### src/rtl/snpfwd_pkg.sv
package snpfwd_pkg;
  typedef enum logic [1:0] {
    EV_FILL      = 2'd0,
    EV_UPGRADE   = 2'd1,
    EV_WRITEBACK = 2'd2,
    EV_DROP      = 2'd3
  } inner_op_e;

  typedef enum logic [1:0] {
    ST_IDLE  = 2'd0,
    ST_ISSUE = 2'd1,
    ST_WAIT  = 2'd2,
    ST_RESP  = 2'd3
  } eng_state_e;

  typedef enum logic [1:0] {
    JOB_RD    = 2'd0,
    JOB_RDX   = 2'd1,
    JOB_EVICT = 2'd2
  } job_e;

  function automatic logic job_is_fetch(job_e j);
    return j == JOB_RD;
  endfunction

  function automatic logic job_clears_presence(job_e j);
    return j != JOB_RD;
  endfunction
endpackage

### src/rtl/snpfwd_dir.sv
module snpfwd_dir
  import snpfwd_pkg::*;
#(
  parameter int N_INNER = 4,
  parameter int N_LINES = 16,
  parameter int IDX_W   = $clog2(N_LINES),
  parameter int ID_W    = $clog2(N_INNER)
) (
  input  logic               clk,
  input  logic               rst_n,
  input  logic               ev_valid,
  input  logic [1:0]         ev_op,
  input  logic [ID_W-1:0]    ev_id,
  input  logic [IDX_W-1:0]   ev_idx,
  input  logic [IDX_W-1:0]   lk_idx,
  output logic [N_INNER-1:0] lk_pres,
  output logic               lk_dirty,
  input  logic               upd_valid,
  input  logic [IDX_W-1:0]   upd_idx,
  input  logic               upd_clr_pres
);
  logic [N_INNER-1:0] pres_q [N_LINES];
  logic [N_LINES-1:0] dirty_q;

  function automatic logic [N_INNER-1:0] id_bit(logic [ID_W-1:0] id);
    return {{(N_INNER-1){1'b0}}, 1'b1} << id;
  endfunction

  assign lk_pres  = pres_q[lk_idx];
  assign lk_dirty = dirty_q[lk_idx];

  always_ff @(posedge clk) begin
    if (!rst_n) begin
      for (int l = 0; l < N_LINES; l++) pres_q[l] <= '0;
      dirty_q <= '0;
    end else begin
      if (ev_valid) begin
        case (inner_op_e'(ev_op))
          EV_FILL: pres_q[ev_idx] <= pres_q[ev_idx] | id_bit(ev_id);
          EV_UPGRADE: begin
            pres_q[ev_idx]  <= id_bit(ev_id);
            dirty_q[ev_idx] <= 1'b1;
          end
          EV_WRITEBACK: dirty_q[ev_idx] <= 1'b0;
          EV_DROP: begin
            pres_q[ev_idx]  <= pres_q[ev_idx] & ~id_bit(ev_id);
            dirty_q[ev_idx] <= 1'b0;
          end
          default: ;
        endcase
      end
      // Job completion is written last, so it wins over an inner event on the same line.
      if (upd_valid) begin
        dirty_q[upd_idx] <= 1'b0;
        if (upd_clr_pres) pres_q[upd_idx] <= '0;
      end
    end
  end
endmodule

### src/rtl/snpfwd_acktrk.sv
module snpfwd_acktrk #(
  parameter int N_INNER = 4
) (
  input  logic               clk,
  input  logic               rst_n,
  input  logic               load,
  input  logic [N_INNER-1:0] load_mask,
  input  logic [N_INNER-1:0] ack,
  output logic [N_INNER-1:0] pending,
  output logic               clear_next
);
  logic [N_INNER-1:0] pend_after;

  // Acks for caches that were not asked drop out through the mask.
  assign pend_after = pending & ~ack;
  assign clear_next = (pend_after == '0);

  always_ff @(posedge clk) begin
    if (!rst_n)    pending <= '0;
    else if (load) pending <= load_mask;
    else           pending <= pend_after;
  end
endmodule

### src/rtl/snpfwd_engine.sv
module snpfwd_engine
  import snpfwd_pkg::*;
#(
  parameter int N_INNER = 4,
  parameter int IDX_W   = 4
) (
  input  logic               clk,
  input  logic               rst_n,
  input  logic               snp_valid,
  input  logic               snp_excl,
  input  logic               snp_hit,
  input  logic [IDX_W-1:0]   snp_idx,
  input  logic               evict_valid,
  input  logic [IDX_W-1:0]   evict_idx,
  input  logic [N_INNER-1:0] lk_pres,
  input  logic               lk_dirty,
  input  logic               trk_clear,
  output logic [IDX_W-1:0]   lk_idx,
  output logic               trk_load,
  output logic [N_INNER-1:0] trk_mask,
  output logic               snp_ready,
  output logic               evict_ready,
  output logic               accept_snp,
  output logic               accept_ev,
  output logic [N_INNER-1:0] inv_req,
  output logic [N_INNER-1:0] fetch_req,
  output logic [IDX_W-1:0]   req_idx,
  output logic               snp_stall,
  output logic               snp_done,
  output logic               evict_done,
  output logic               done_inner_data,
  output logic               upd_valid,
  output logic [IDX_W-1:0]   upd_idx,
  output logic               upd_clr_pres,
  output logic               busy
);
  eng_state_e         state_q, state_d;
  job_e               job_q, job_in;
  logic [IDX_W-1:0]   idx_q;
  logic [N_INNER-1:0] mask_q;
  logic               hit_q, dirty_q;
  logic               hit_in;

  // Which inner caches a job must reach.
  function automatic logic [N_INNER-1:0] target_mask(job_e j, logic hit,
                                                     logic [N_INNER-1:0] pres,
                                                     logic dirty);
    case (j)
      JOB_RD:    return (hit && dirty) ? pres : '0;
      JOB_RDX:   return hit ? pres : '0;
      JOB_EVICT: return pres;
      default:   return '0;
    endcase
  endfunction

  assign snp_ready   = (state_q == ST_IDLE);
  assign evict_ready = (state_q == ST_IDLE) && !snp_valid;
  assign accept_snp  = snp_valid && snp_ready;
  assign accept_ev   = evict_valid && evict_ready;
  assign busy        = (state_q != ST_IDLE);

  assign lk_idx   = snp_valid ? snp_idx : evict_idx;
  assign job_in   = accept_snp ? (snp_excl ? JOB_RDX : JOB_RD) : JOB_EVICT;
  assign hit_in   = accept_snp ? snp_hit : 1'b1;
  assign trk_load = accept_snp || accept_ev;
  assign trk_mask = target_mask(job_in, hit_in, lk_pres, lk_dirty);

  always_comb begin
    state_d = state_q;
    case (state_q)
      ST_IDLE:  if (trk_load) state_d = (trk_mask != '0) ? ST_ISSUE : ST_RESP;
      ST_ISSUE,
      ST_WAIT:  state_d = trk_clear ? ST_RESP : ST_WAIT;
      ST_RESP:  state_d = ST_IDLE;
      default:  state_d = ST_IDLE;
    endcase
  end

  always_ff @(posedge clk) begin
    if (!rst_n) begin
      state_q <= ST_IDLE;
      job_q   <= JOB_RD;
      idx_q   <= '0;
      mask_q  <= '0;
      hit_q   <= 1'b0;
      dirty_q <= 1'b0;
    end else begin
      state_q <= state_d;
      if (trk_load) begin
        job_q   <= job_in;
        idx_q   <= lk_idx;
        mask_q  <= trk_mask;
        hit_q   <= hit_in;
        dirty_q <= hit_in && lk_dirty;
      end
    end
  end

  assign inv_req   = (state_q == ST_ISSUE && !job_is_fetch(job_q)) ? mask_q : '0;
  assign fetch_req = (state_q == ST_ISSUE &&  job_is_fetch(job_q)) ? mask_q : '0;
  assign req_idx   = idx_q;

  assign snp_stall       = (state_q == ST_ISSUE || state_q == ST_WAIT) && job_q != JOB_EVICT;
  assign snp_done        = (state_q == ST_RESP) && job_q != JOB_EVICT;
  assign evict_done      = (state_q == ST_RESP) && job_q == JOB_EVICT;
  assign done_inner_data = (state_q == ST_RESP) && dirty_q;

  assign upd_valid    = (state_q == ST_RESP) && hit_q;
  assign upd_idx      = idx_q;
  assign upd_clr_pres = job_clears_presence(job_q);
endmodule

### src/rtl/incl_snoop_fwd.sv
module incl_snoop_fwd
  import snpfwd_pkg::*;
#(
  parameter int N_INNER = 4,
  parameter int N_LINES = 16,
  parameter int IDX_W   = $clog2(N_LINES),
  parameter int ID_W    = $clog2(N_INNER)
) (
  input  logic               clk,
  input  logic               rst_n,
  input  logic               snp_valid,
  output logic               snp_ready,
  input  logic               snp_excl,
  input  logic               snp_hit,
  input  logic [IDX_W-1:0]   snp_idx,
  output logic               snp_stall,
  output logic               snp_done,
  output logic               done_inner_data,
  input  logic               evict_valid,
  output logic               evict_ready,
  input  logic [IDX_W-1:0]   evict_idx,
  output logic               evict_done,
  input  logic               ievt_valid,
  input  logic [1:0]         ievt_op,
  input  logic [ID_W-1:0]    ievt_id,
  input  logic [IDX_W-1:0]   ievt_idx,
  output logic [N_INNER-1:0] inv_req,
  output logic [N_INNER-1:0] fetch_req,
  output logic [IDX_W-1:0]   req_idx,
  input  logic [N_INNER-1:0] inner_ack
);
  logic [IDX_W-1:0]   lk_idx, upd_idx;
  logic [N_INNER-1:0] lk_pres, trk_mask, pending;
  logic               lk_dirty, trk_load, trk_clear;
  logic               upd_valid, upd_clr_pres;
  logic               accept_snp, accept_ev, busy;

  snpfwd_dir #(.N_INNER(N_INNER), .N_LINES(N_LINES), .IDX_W(IDX_W), .ID_W(ID_W)) u_dir (
    .clk(clk), .rst_n(rst_n),
    .ev_valid(ievt_valid), .ev_op(ievt_op), .ev_id(ievt_id), .ev_idx(ievt_idx),
    .lk_idx(lk_idx), .lk_pres(lk_pres), .lk_dirty(lk_dirty),
    .upd_valid(upd_valid), .upd_idx(upd_idx), .upd_clr_pres(upd_clr_pres)
  );

  snpfwd_acktrk #(.N_INNER(N_INNER)) u_trk (
    .clk(clk), .rst_n(rst_n), .load(trk_load), .load_mask(trk_mask),
    .ack(inner_ack), .pending(pending), .clear_next(trk_clear)
  );

  snpfwd_engine #(.N_INNER(N_INNER), .IDX_W(IDX_W)) u_eng (
    .clk(clk), .rst_n(rst_n),
    .snp_valid(snp_valid), .snp_excl(snp_excl), .snp_hit(snp_hit), .snp_idx(snp_idx),
    .evict_valid(evict_valid), .evict_idx(evict_idx),
    .lk_pres(lk_pres), .lk_dirty(lk_dirty), .trk_clear(trk_clear),
    .lk_idx(lk_idx), .trk_load(trk_load), .trk_mask(trk_mask),
    .snp_ready(snp_ready), .evict_ready(evict_ready),
    .accept_snp(accept_snp), .accept_ev(accept_ev),
    .inv_req(inv_req), .fetch_req(fetch_req), .req_idx(req_idx),
    .snp_stall(snp_stall), .snp_done(snp_done), .evict_done(evict_done),
    .done_inner_data(done_inner_data),
    .upd_valid(upd_valid), .upd_idx(upd_idx), .upd_clr_pres(upd_clr_pres),
    .busy(busy)
  );
endmodule

### config.mk
export PLATFORM = sky130hd
export DESIGN_NAME = incl_snoop_fwd
export DESIGN_NICKNAME = d
export VERILOG_FILES = /design/src/rtl/snpfwd_pkg.sv /design/src/rtl/snpfwd_dir.sv /design/src/rtl/snpfwd_acktrk.sv /design/src/rtl/snpfwd_engine.sv /design/src/rtl/incl_snoop_fwd.sv
export SDC_FILE = /design/constraint.sdc
export NUM_CORES = 1
export LEC_CHECK = 0
export ABC_AREA = 1
export BUFFER_PORTS_ARGS = -buffer_cell sky130_fd_sc_hd__clkbuf_2
export CORE_MARGIN = 3
export CORE_UTILIZATION = 55
export CTS_CLUSTER_DIAMETER = 100
export DETAILED_ROUTE_END_ITERATION = 10
export MAX_ROUTING_LAYER = met4
export PLACE_DENSITY = 0.81
export SLEW_MARGIN = 0
export SYNTH_ARGS = -nofsm -noshare
export SYNTH_HDL_FRONTEND = slang
export SYNTH_SLANG_ARGS = --single-unit
### constraint.sdc
create_clock -name clk -period 3.2 [get_ports clk]
set_clock_uncertainty 0.15 [all_clocks]
set_input_delay 0.64 -clock clk [delete_from_list [all_inputs] [get_ports clk]]
set_output_delay 0.64 -clock clk [all_outputs]
set_load 0.005 [all_outputs]
# After elaboration in Yosys (flattened, before gate mapping)
# Memories as Yosys holds them, arrays and structs flattened.
# Cells that the tools add are included.
# totals
n_memories	1
ram_bits	64
inputBits	27
elab_cells	115
regBits	34
# memory_table
name	depth	width	rd	rd_clocked_by_memory_dff	wr	line	rtl
u_dir.pres_q	16	4	2	0	16	snpfwd_dir.sv:22	logic [N_INNER-1:0] pres_q [N_LINES];
# op_classes
n_reduce_logical	28
magnitude_cmp	5
n_bitwise	12
eq_ne	11
shift	1
mux	49
# op_table
cell	n
two-way mux 16 bit	3
two-way mux 4 bit	12
bitwise AND 16 bit	2
NOT 16 bit	2
case mux 16 bit (2 select lines)	1
two-way mux 1 bit	25
bitwise OR 16 bit	1
less-than comparator 4 x 5 -> 1 bit (second input constant)	3
logical AND 1 bit	13
== test 2 bit (second input constant)	6
case mux 4 bit (3 select lines)	1
bitwise AND 4 bit	2
demux 1 bit (select 4 bit)	2
greater-or-equal comparator 4 x 1 -> 1 bit (second input constant)	2
zero test 2 bit	4
NOT 4 bit	2
OR reduction 4 bit	2
== test 2 x 1 -> 1 bit (second input constant)	3
two-way mux 2 bit	3
case mux 2 bit (3 select lines)	1
binary-select mux 1 bit (select 4 bit)	1
zero test 4 bit	1
inequality test 2 bit (second input constant)	2
bitwise OR 4 bit	1
other kinds (7)	11

# Depth between registers and ports, before layout
# depth
word_depth	11
mapped_depth	13

# Modules after synthesis
# A second synthesis with hierarchy kept.
# unflattened
hier_cells	940
hier_area_um2	5851.9
# by_module_without_submodules
mod	n_inst	area_per_inst_um2	cells_each	seq_area_each_um2
snpfwd_dir	1	4797.1	784	1601.5
snpfwd_engine	1	848.3	120	280.3
snpfwd_acktrk	1	206.4	36	80.1

# Worst setup path before layout
# Ideal clock, no wire load.
# synth_timing
path_type	input to register
start	input ievt_idx[1]
end	memory u_dir.pres_q[5][0]
setup_time_ps	143
t_arrival_ps	1832
path_slack_ps	1075
n_path_buf	2
path_stages	11
path_cell_list	nand2_2 clkinv_2 buf_12 a22oi_1 a21oi_1 or2_1 nor2_2 o21bai_4 buf_6 nand2_1 a21oi_1
# synth_lines
element	line	rtl
start, declared	incl_snoop_fwd.sv:26	input logic [IDX_W-1:0] ievt_idx,
end, declared	snpfwd_dir.sv:22	

# Worst setup path in the final report
# layout_timing
start	input snp_valid
end	register u_eng.state_q[1]
# layout_via
elab_chain_cells	10
elab_cells_between_ends	23
# layout_rtl
element	line	rtl
start, declared	incl_snoop_fwd.sv:11	input logic snp_valid,
two-way mux 4 bit	snpfwd_engine.sv:62	assign lk_idx = snp_valid ? snp_idx : evict_idx;
binary-select mux 1 bit (select 4 bit)	snpfwd_dir.sv:30	assign lk_dirty = dirty_q[lk_idx];
two-way mux 1 bit (not written as such)	snpfwd_dir.sv:30	
logical AND 1 bit	snpfwd_engine.sv:49	JOB_RD: return (hit && dirty) ? pres : '0;
two-way mux 4 bit	snpfwd_engine.sv:49	
case mux 4 bit (3 select lines)	snpfwd_engine.sv:48	case (j)
nonzero test 4 bit	snpfwd_engine.sv:71	ST_IDLE: if (trk_load) state_d = (trk_mask != '0) ? ST_ISSUE : ST_RESP;
two-way mux 2 bit (2 in series)	snpfwd_engine.sv:71	
case mux 2 bit (3 select lines)	snpfwd_engine.sv:70	case (state_q)
end signal, assigned	snpfwd_engine.sv:88	state_q <= state_d;
end, declared	snpfwd_engine.sv:37	eng_state_e state_q, state_d;
# Several ways; a longest one is shown, not always the timed one. The select of a mux whose other input is x is not followed.
# A chain may end at the register's enable or synchronous reset.

==> results.txt <==
----------------------------------------------------
[CTS]
  Post-CTS setup-driven buffer insertion count ... 0
  Number of H-tree levels ... 3
  Post_cts resized ... 0
  Worst-Skew Late Latency ... 0.40 ns
  CTS clock-pin slew for the worst setup and hold paths ... 0.09 ns
  CTS tree ... built
  Post-cts hold buffer count ... 0
  Buffer depth of the longest clock path ... 2
  Clock sinks ... 98
  Number of buffers added by the clock tree synthesis step ... 9
  Cell at the root of the clock tree ... sky130_fd_sc_hd__clkbuf_8

[Route]
  Avg WL per Cell ... 16.8 um
  DR top layer ... met4
  Routed met1 length ... 7170 um
  Post-detailed-route count of antenna-violating nets ... 0
  DR vias/cell ... 5.90
  Sum of routed wire length over all layers ... 17700 um
  Total iterations of the first detailed-routing run ... 6
  Number of vias after detailed routing ... 6221
  Number of DRC violations after detailed-routing iteration 0 ... 753
  Routed length on met3 ... 1930 um
  WL met2 ... 7840 um
  Drt drc ... 0

[Synth]
  Synth warnings ... 0
  Net count after synthesis ... 909
  Number of different library cells in the post-synthesis netlist ... 45
  Post-Synthesis Cell Area ... 5650 um^2
  Number of flip-flops and latches in the synthesized netlist ... 98
  Commonest register cell after synthesis ... sky130_fd_sc_hd__dfxtp_1
  Synthesized instance count ... 879
  Proportion of synthesized flip-flops having asynchronous set or reset ... 0%
  Mean area per synthesized cell ... 6.43 um^2
  Proportion of synthesized chip area in sequential cells ... 34.7%
  Number of synthesized flops with an enable pin ... 0

[Setup path]
  WP data arrival ... 2.72 ns
  Worst-path cell chain ... clkbuf_2 -> inv_1 -> nand2_1 -> nand2_2 -> buf_4 -> nand2_1 -> nand3_1 -> nand3_1 -> nand3_1 -> nand3_1 -> nand2_1 -> o21ai_0 -> nand3_1 -> a21oi_1
  Slowest CP cell ... sky130_fd_sc_hd__nand2_2
  Data required, critical path ... 3.33 ns
  Maximum fanout along the worst path ... 26
  Worst Path Class, Setup ... input pin to register
  Slowest Stage Delay on Critical Path ... 0.42 ns
  Critical Path Source Type ... input pin
  Critical Path Sink Type ... register
  Sum of buffers and inverters on the critical path ... 3
  Crit path top cell by count ... sky130_fd_sc_hd__nand3_1
  Largest delay contributor family on the critical path ... simple AND/OR/NAND/NOR gates

[Cells and area]
  Final Instance Area ... 6190 um^2
  Ant. Diodes ... 0
  Filler cell count ... 982
  Non-filler instance count after layout ... 1054
  Fraction of layout cells with a size suffix above 1 ... 10.7%
  Count of nets after finishing ... 946
  Area delta synth->final ... 9.63%

[Timing]
  Tmin final ... 2.59 ns
  Maximum clock frequency ... 387 MHz
  Total negative slack ... 0 ns
  Ratio of final minimum period to clock period ... 80.8%
  Max-slew headroom at the worst pin ... 46.4%
  Setup repair after global routing missed its margin ... false
  Setup-failing EPs final ... 0
  Hold Slack ... 0.321 ns
  Max Transition Viols Final ... 0
  Final hold violation count ... 0
  Worst-margin pin slew ... 0.797 ns

[Die]
  Core footprint ... 9860 um^2
  Die extent in x ... 107 um
  Std-Cell Rows ... 36
  Starting density of the core ... 57.3%
  Y dimension of the die ... 107 um
  Num ports ... 45
  Die Footprint ... 11500 um^2

[Placement]
  Port-buffer cells ... 44
  Routability-driven placement congestion ratio ... 1.03
  Post-Place Cell Area ... 5970 um^2
  Estimated wirelength of the detail-placed design ... 13000 um
  Placed Instances ... 1038

[Pwr]
  Cell Pwr Density ... 483 nW/um^2
  Leakage power figure ... 2.38 nW
  Max rail drop VDD ... 0.000435 V

[GRT]
  Initial antenna violation count ... 0
  GRT overflow ... 0
  First-pass GRT wire length ... 28600 um
  Vias in the first global route ... 5777
  GRT Util Overall ... 32.4%
  Maximum number of pins on one net before global-route repair ... 27

[Run status]
  Result of the run ... complete, no violations

[Run]
  Max-Cap Viols ... 0

[Worst hold path]
  Hold Path Class ... register to register

----------------------------------------------------
## final timing paths
path | from | endpoint | slack, ns | depth (start not counted)
worst min register to register | u_eng.mask_q[3] | u_eng.mask_q[3] | 0.32 | 2
worst max-delay path | snp_valid | u_eng.state_q[1] | 0.61 | 14
worst max register to register | u_eng.state_q[1] | u_eng.state_q[1] | 0.75 | 11
worst min-delay path | u_eng.mask_q[3] | u_eng.mask_q[3] | 0.32 | 2
## state kept, by name, indices dropped and copies added (netlist names)
register	flops
u_dir.pres_q	64
u_dir.dirty_q	16
u_eng.mask_q	4
u_eng.req_idx	4
u_trk.pending	4
u_eng.job_q	2
u_eng.state_q	2
u_eng.dirty_q	1
u_eng.hit_q	1
## worst register-to-register path: cells and delay by family (launching register included)
family | cells | cell delay [ns]
flops | 1 | 0.34
simple gates | 4 | 0.77
compound gates | 2 | 0.17
buf+inv | 4 | 0.59
fa+ha+maj | 1 | 0.32
## cells in the mapped netlist (2+ instances only)
| cell | number | area (um^2) |
|---|---|---|
| sky130_fd_sc_hd__nand2_1 | 282 | 1060 |
| sky130_fd_sc_hd__a21oi_1 | 101 | 505 |
| sky130_fd_sc_hd__dfxtp_1 | 98 | 1960 |
| sky130_fd_sc_hd__nor2_1 | 83 | 312 |
| sky130_fd_sc_hd__nand3_1 | 76 | 380 |
| sky130_fd_sc_hd__inv_1 | 69 | 259 |
| sky130_fd_sc_hd__o21ai_0 | 22 | 110 |
| sky130_fd_sc_hd__a22oi_1 | 19 | 143 |
| sky130_fd_sc_hd__nor3_1 | 16 | 80.1 |
| sky130_fd_sc_hd__buf_2 | 15 | 75.1 |
| sky130_fd_sc_hd__clkbuf_1 | 10 | 37.5 |
| sky130_fd_sc_hd__o21ai_1 | 8 | 40.0 |
| sky130_fd_sc_hd__o22ai_1 | 8 | 50.1 |
| sky130_fd_sc_hd__nor4_1 | 7 | 43.8 |
| sky130_fd_sc_hd__a211oi_1 | 6 | 45.0 |
| sky130_fd_sc_hd__or2_1 | 6 | 37.5 |
| sky130_fd_sc_hd__a22oi_2 | 5 | 62.6 |
| sky130_fd_sc_hd__buf_6 | 5 | 56.3 |
| sky130_fd_sc_hd__nor2_2 | 4 | 25.0 |
| sky130_fd_sc_hd__o211ai_1 | 4 | 30.0 |
| sky130_fd_sc_hd__a221oi_1 | 3 | 26.3 |
| sky130_fd_sc_hd__ha_1 | 3 | 37.5 |
| sky130_fd_sc_hd__inv_2 | 3 | 11.3 |
| sky130_fd_sc_hd__o21bai_4 | 3 | 56.3 |
| sky130_fd_sc_hd__buf_4 | 2 | 15.0 |
| sky130_fd_sc_hd__nand2_2 | 2 | 12.5 |
## power breakdown
part           switching [mW]  internal, mW  total, mW
clock network           0.461         0.468      0.929
logic                   0.493         0.222      0.715
registers              0.0657          1.28       1.35
## layout by cell type (no fill, tap or decap), types with 5 or more instances in the layout
cell type                  count
sky130_fd_sc_hd__o21ai_1       8
sky130_fd_sc_hd__inv_1        69
sky130_fd_sc_hd__a211oi_1      6
sky130_fd_sc_hd__clkbuf_2     44
sky130_fd_sc_hd__nor2_1       83
sky130_fd_sc_hd__a22oi_1      19
sky130_fd_sc_hd__nand3_1      76
sky130_fd_sc_hd__a21oi_1     101
sky130_fd_sc_hd__o21ai_0      22
sky130_fd_sc_hd__nor4_1        7
sky130_fd_sc_hd__clkbuf_8     10
sky130_fd_sc_hd__or2_1         6
sky130_fd_sc_hd__nand2_1     282
sky130_fd_sc_hd__a22oi_2       5
sky130_fd_sc_hd__nor3_1       16
sky130_fd_sc_hd__dfxtp_1      98
sky130_fd_sc_hd__buf_4        15
sky130_fd_sc_hd__o22ai_1       8
## metrics by stage
| step | setup slack [ns] | utilization (%) | power [mW] |
|---|---|---|---|
| floorplan | 1.08 | - | 1.84 |
| global placement | 0.349 | 60.5 | 2.07 |
| detailed placement | 0.264 | 60.5 | 2.07 |
| CTS | 0.666 | 62.8 | 2.98 |
| global route | 0.405 | 62.8 | 3.13 |
| finish | 0.615 | 62.8 | 2.99 |
## cells by family after synthesis
kind of cell,after synthesis,share of synthesized area (%)
buf+inv,110,8.99
fa+ha+maj,3,0.665
compound gates,187,20.4
simple gates,481,35.3
flops,98,34.7
## per-layer routing
layer  track usage, %  vias up
met1             40.4     2745
met2             49.2      392
met3             7.80       87
li1                 -     2997
met5                -        -
met4             16.2        0
## area by class of cell
class	instances	area [um^2]	share of cell area, %
clock buffers	11	141	2.28
repair buffers	61	373	6.02
inverters	75	285	4.61
flip-flops and latches	98	1960	31.7
clock inverters	5	86.3	1.39
well taps	133	166	2.69
multi-input cells	671	3180	51.3
No activity file was read; power rests on OpenSTA's default activity.
